--- config.mk ---
export PLATFORM = sky130hd
export DESIGN_NAME = age_lru_repl
export DESIGN_NICKNAME = d
export VERILOG_FILES = /design/src/rtl/agelru_pkg.sv /design/src/rtl/agelru_ctrl.sv /design/src/rtl/agelru_victim.sv /design/src/rtl/agelru_datapath.sv /design/src/rtl/age_lru_repl.sv
export SDC_FILE = /design/constraint.sdc
export NUM_CORES = 1
export LEC_CHECK = 0
export BUFFER_PORTS_ARGS = -buffer_cell sky130_fd_sc_hd__buf_2
export CAP_MARGIN = 20
export CORE_MARGIN = 10
export CORE_UTILIZATION = 45
export DETAILED_ROUTE_END_ITERATION = 8
export GPL_TIMING_DRIVEN = 0
export MAX_ROUTING_LAYER = met4
export PLACE_DENSITY_LB_ADDON = 0.08
export SLEW_MARGIN = 0
export SYNTH_ARGS = -nofsm -noshare
export SYNTH_HDL_FRONTEND = slang
export SYNTH_HIERARCHICAL = 1
export SYNTH_SLANG_ARGS = --single-unit
--- constraint.sdc ---
create_clock -name clk -period 5.5 [get_ports clk]
set_clock_uncertainty 0.1 [all_clocks]
set_input_delay 0.55 -clock clk [delete_from_list [all_inputs] [get_ports clk]]
set_output_delay 0.55 -clock clk [all_outputs]
set_load 0.01 [all_outputs]
--- src/rtl/agelru_pkg.sv ---
package agelru_pkg;

  typedef enum logic [1:0] {
    OP_QUERY = 2'b00,
    OP_HIT   = 2'b01,
    OP_FILL  = 2'b10,
    OP_INV   = 2'b11
  } ageOp_e;

  // Strobes from control to datapath; at most one is set per cycle.
  typedef struct packed {
    logic hitStb;
    logic fillStb;
    logic invStb;
  } ageStrobe_t;

  localparam int AGE_W = 2;

endpackage

--- src/rtl/agelru_ctrl.sv ---
module agelru_ctrl
  import agelru_pkg::*;
(
  input  logic       reqValid,
  input  logic [1:0] reqOp,
  output ageStrobe_t strobe
);

  ageOp_e opCode;

  always_comb begin
    opCode = ageOp_e'(reqOp);
    strobe = '0;
    if (reqValid) begin
      unique case (opCode)
        OP_HIT:   strobe.hitStb  = 1'b1;
        OP_FILL:  strobe.fillStb = 1'b1;
        OP_INV:   strobe.invStb  = 1'b1;
        default:  strobe         = '0;
      endcase
    end
  end

endmodule

--- src/rtl/agelru_victim.sv ---
module agelru_victim
  import agelru_pkg::*;
#(
  parameter int NUM_WAYS   = 4,
  parameter int AGE_STATES = 4,
  localparam int WAY_W     = $clog2(NUM_WAYS)
) (
  input  logic [NUM_WAYS-1:0][AGE_W-1:0] rowAges,
  output logic [WAY_W-1:0]               victimWay
);

  localparam logic [AGE_W-1:0] MAX_AGE = AGE_W'(AGE_STATES - 1);

  logic [AGE_W-1:0] bestAge;

  // Strict less-than scan: the first way holding the lowest sub-maximum age wins.
  always_comb begin
    bestAge   = MAX_AGE;
    victimWay = '0;
    for (int w = 0; w < NUM_WAYS; w++) begin
      if (rowAges[w] < bestAge) begin
        bestAge   = rowAges[w];
        victimWay = WAY_W'(w);
      end
    end
  end

endmodule

--- src/rtl/agelru_datapath.sv ---
module agelru_datapath
  import agelru_pkg::*;
#(
  parameter int NUM_SETS   = 16,
  parameter int NUM_WAYS   = 4,
  parameter int AGE_STATES = 4,
  localparam int SET_W     = $clog2(NUM_SETS),
  localparam int WAY_W     = $clog2(NUM_WAYS)
) (
  input  logic             clk,
  input  logic             rstN,
  input  ageStrobe_t       strobe,
  input  logic [SET_W-1:0] reqSet,
  input  logic [WAY_W-1:0] reqWay,
  output logic [WAY_W-1:0] victimWay
);

  localparam logic [AGE_W-1:0] MAX_AGE = AGE_W'(AGE_STATES - 1);

  logic [NUM_SETS-1:0][NUM_WAYS-1:0][AGE_W-1:0] ageMem;
  logic [NUM_WAYS-1:0][AGE_W-1:0]               rowCur;
  logic [NUM_WAYS-1:0][AGE_W-1:0]               rowNext;
  logic [AGE_W-1:0]                             refAge;
  logic                                         anyWrite;

  assign rowCur   = ageMem[reqSet];
  assign refAge   = rowCur[reqWay];
  assign anyWrite = strobe.hitStb | strobe.fillStb | strobe.invStb;

  for (genvar w = 0; w < NUM_WAYS; w++) begin : g_way
    logic isTarget;
    assign isTarget = (reqWay == WAY_W'(w));

    always_comb begin
      rowNext[w] = rowCur[w];
      if (isTarget) begin
        if (strobe.invStb)
          rowNext[w] = '0;
        else if (strobe.hitStb || strobe.fillStb)
          rowNext[w] = MAX_AGE;
      end else if (strobe.hitStb) begin
        if (rowCur[w] > refAge)
          rowNext[w] = rowCur[w] - 1'b1;
      end else if (strobe.fillStb) begin
        if (rowCur[w] != '0)
          rowNext[w] = rowCur[w] - 1'b1;
      end
    end
  end

  always_ff @(posedge clk or negedge rstN) begin
    if (!rstN)
      ageMem <= '0;
    else if (anyWrite)
      ageMem[reqSet] <= rowNext;
  end

  agelru_victim #(
    .NUM_WAYS  (NUM_WAYS),
    .AGE_STATES(AGE_STATES)
  ) u_victim (
    .rowAges  (rowCur),
    .victimWay(victimWay)
  );

endmodule

--- src/rtl/age_lru_repl.sv ---
module age_lru_repl
  import agelru_pkg::*;
#(
  parameter int NUM_SETS   = 16,
  parameter int NUM_WAYS   = 4,
  parameter int AGE_STATES = 4,
  localparam int SET_W     = $clog2(NUM_SETS),
  localparam int WAY_W     = $clog2(NUM_WAYS)
) (
  input  logic             clk,
  input  logic             rstN,
  input  logic             reqValid,
  input  logic [1:0]       reqOp,
  input  logic [SET_W-1:0] reqSet,
  input  logic [WAY_W-1:0] reqWay,
  output logic [WAY_W-1:0] victimWay
);

  if (AGE_STATES < 2 || AGE_STATES > 4) begin : g_badStates
    $error("AGE_STATES must lie between 2 and 4");
  end
  if ((NUM_WAYS < 2) || ((NUM_WAYS & (NUM_WAYS - 1)) != 0)) begin : g_badWays
    $error("NUM_WAYS must be a power of two of at least 2");
  end

  ageStrobe_t strobe;

  agelru_ctrl u_ctrl (
    .reqValid(reqValid),
    .reqOp   (reqOp),
    .strobe  (strobe)
  );

  agelru_datapath #(
    .NUM_SETS  (NUM_SETS),
    .NUM_WAYS  (NUM_WAYS),
    .AGE_STATES(AGE_STATES)
  ) u_dp (
    .clk      (clk),
    .rstN     (rstN),
    .strobe   (strobe),
    .reqSet   (reqSet),
    .reqWay   (reqWay),
    .victimWay(victimWay)
  );

endmodule

==> flow_metrics.tcl <==
set metrics [dict create \
    hold_viol 0 \
    endpoint_kind "flop" \
    largest_reg_flops 128 \
    outcome "finished, final reports clean" \
    syn-num-nets 763 \
    dr_total_vias 5586 \
    synth_ff_type "dfrtp_1" \
    reg2reg_from "u_dp/ageMem[15]" \
    synth_edf_count 0 \
    path_max_fanout 10 \
    drc 0 \
    viasPerCell 5.68 \
    syn_to_final_growth_pct 12.8 \
    ios 13 \
    fp.dieW_um 145 \
    finalSetupViolCount 0 \
    period_share_pct 86.7 \
    postCtsResizedCells 0 \
    power.density_nw_per_um2 414 \
    yosys.area.top_type "dfrtp_1" \
    detail_route.first_pass.iterations 4 \
    max_slew_margin_pct 32.7 \
    cts_buffers 17 \
    grt_pass1_wl_um 30500 \
    diodes 0 \
    synth_top_area_share_pct 45.3 \
    rsz0062_at_grt "no" \
    cts_root_buffer "clkbuf_16" \
    cp-start-kind "primary input" \
    finalNonFillerCells 984 \
    fillers 1425 \
    tightest_slew_ns 0.999 \
    netlist_area_um2 7070 \
    synth_seq_cells 128 \
    layout_commonest_cell "dfrtp_1" \
    insertion_delay_ns 0.42 \
    wl_per_cell_um 19.4 \
    ys_warn_count 6 \
    ys_seq_area_share_pct 45.3 \
    synthDistinctLibCells 58 \
    holdBufCountCts 1 \
    leakage_nw 3.59 \
    maxSlewViolCount 0 \
    critPathLaunch "reqSet[3]" \
    post-place-ws_ns 0.400 \
    clock_sinks 128 \
    hp-start "u_dp/ageMem[107]" \
    tns_ns 0 \
    antenna_left 0 \
    first_iter_violations 357 \
    syn_avg_cell_area_um2 9.67 \
    min_to "u_dp/ageMem[107]" \
    vdd_drop_max_v 0.000333 \
    dp_cells 953 \
    period_needed_ns 4.77 \
    coreArea_um2 15300 \
    final_cell_mix "dfrtp_1, nor2_1, nand2_1" \
    hold_path.class "reg2reg" \
    antenna_found_initial 0 \
    min_path_cells 2 \
    grtUsageTotal_pct 18.7 \
    drive_gt1_share_pct 11.6 \
    async_reset_ff_share_pct 100 \
    postCtsSetupRepairBufs 0 \
    clk_pin_slew_worst_paths_ns 0.05 \
    yosys-top-cells-area "dfrtp_1, nor2_1, nand2_1" \
    nets 794 \
    die-height_um 145 \
    start_util_pct 46.2 \
    cts.htree.levels 4 \
    grt_pass1_vias 5599 \
    drv_cap 0 \
    setup_slack_ns 0.732 \
    crit_required_ns 5.69 \
    r2r-end "u_dp/ageMem[54]" \
    cts.path.max_buffers 2 \
    arrival_ns 4.95 \
    dp.final_hpwl_um 14100 \
    gr-total-overflow 0 \
    place.gp.congestion 0.953 \
    grt_max_degree 103 \
    path_class "in2reg" \
    fin_util_pct 52.1 \
    num_rows 45 \
    top_register "u_dp/ageMem" \
    port_buffers 10 \
    routed_wl_um 19100 \
    cts_tree "done" \
    r2r_slack_ns 0.93 \
    clock.fmax_ghz 0.210 \
    die-area_um2 21100 \
    r2r_cells 13 \
    top_regs "u_dp/ageMem (128)" \
    synth_cells 731 \
]
-- stage by stage --
step	total power [W]	hold WS, ns	instance area (um^2)
after detailed placement	0.00227	0.332	7420
final	0.00331	0.372	7980
after CTS	0.00333	0.378	7980
after global routing	0.00352	0.396	7980
after global placement	0.00222	0.352	7390
after floorplan	0.00199	0.154	7070
-- Yosys cell counts (12+ instances only) --
library cell  number
clkbuf_1          12
nand2_1           99
ha_1              21
mux2i_1           32
a21oi_1           37
nor2_1           120
dfrtp_1          128
o21ai_0           54
a22oi_1           18
mux4_1            12
a31oi_1           37
o21ai_1           18
-- cell type report --
cell class	count	area (um^2)	area share [%]
Inverter	11	41.3	0.517
Sequential cell	128	3200	40.1
Buffer	38	270	3.39
Clock inverter	6	57.6	0.721
Tap cell	211	264	3.31
Multi-Input combinational cell	554	3560	44.6
Clock buffer	24	492	6.16
Timing Repair Buffer	12	93.8	1.18
-- kinds of logic (layout without fill, tap and decap cells) --
kind of cell               after synthesis  after routing  synth area share, %
adders and majority gates               21             21                 3.72
AOI/OAI and AO/OA                      203            203                 17.9
xor gates and xnor gates                 4              4                0.495
buffers and inverters                   49             91                 4.41
and+or+nand+nor                        273            273                 16.3
muxes                                   53             53                 11.9
DFF                                    128            128                 45.3
-- report_power, final --
part / total [W] / switching (W) / internal (W)
clock network: 0.00105 / 0.000389 / 0.000660
logic: 0.000937 / 0.000549 / 0.000388
registers: 0.00132 / 0.000127 / 0.00119
-- worst max path at each step --
stage and end:
2_1_floorplan u_dp/ageMem[0], 3_3_place_gp u_dp/ageMem[118], 3_5_place_dp u_dp/ageMem[54], 4_1_cts u_dp/ageMem[54], 5_1_grt u_dp/ageMem[118], 6_report u_dp/ageMem[54]
-- worst max-delay path, cell delays in order --
cell,delay (ns)
buf_2,0.11
buf_2,0.27
nor2_2,0.15
a22oi_1,0.35
nand2_1,0.13
o21ai_0,0.80
mux4_2,0.48
ha_1,0.16
nor2b_1,0.04
o21ai_0,0.49
a221oi_1,0.17
a21boi_0,0.18
o2bb2ai_1,0.59
buf_2,0.36
a21oi_1,0.11
-- routing by layer --
metal  wire (um)  global-route usage, %
met1        8620                   23.7
met2        9370                   29.4
met3         630                   3.20
met4         473                   7.18
met5           0                      -
Note: power is estimated with default switching activity, not from simulation.
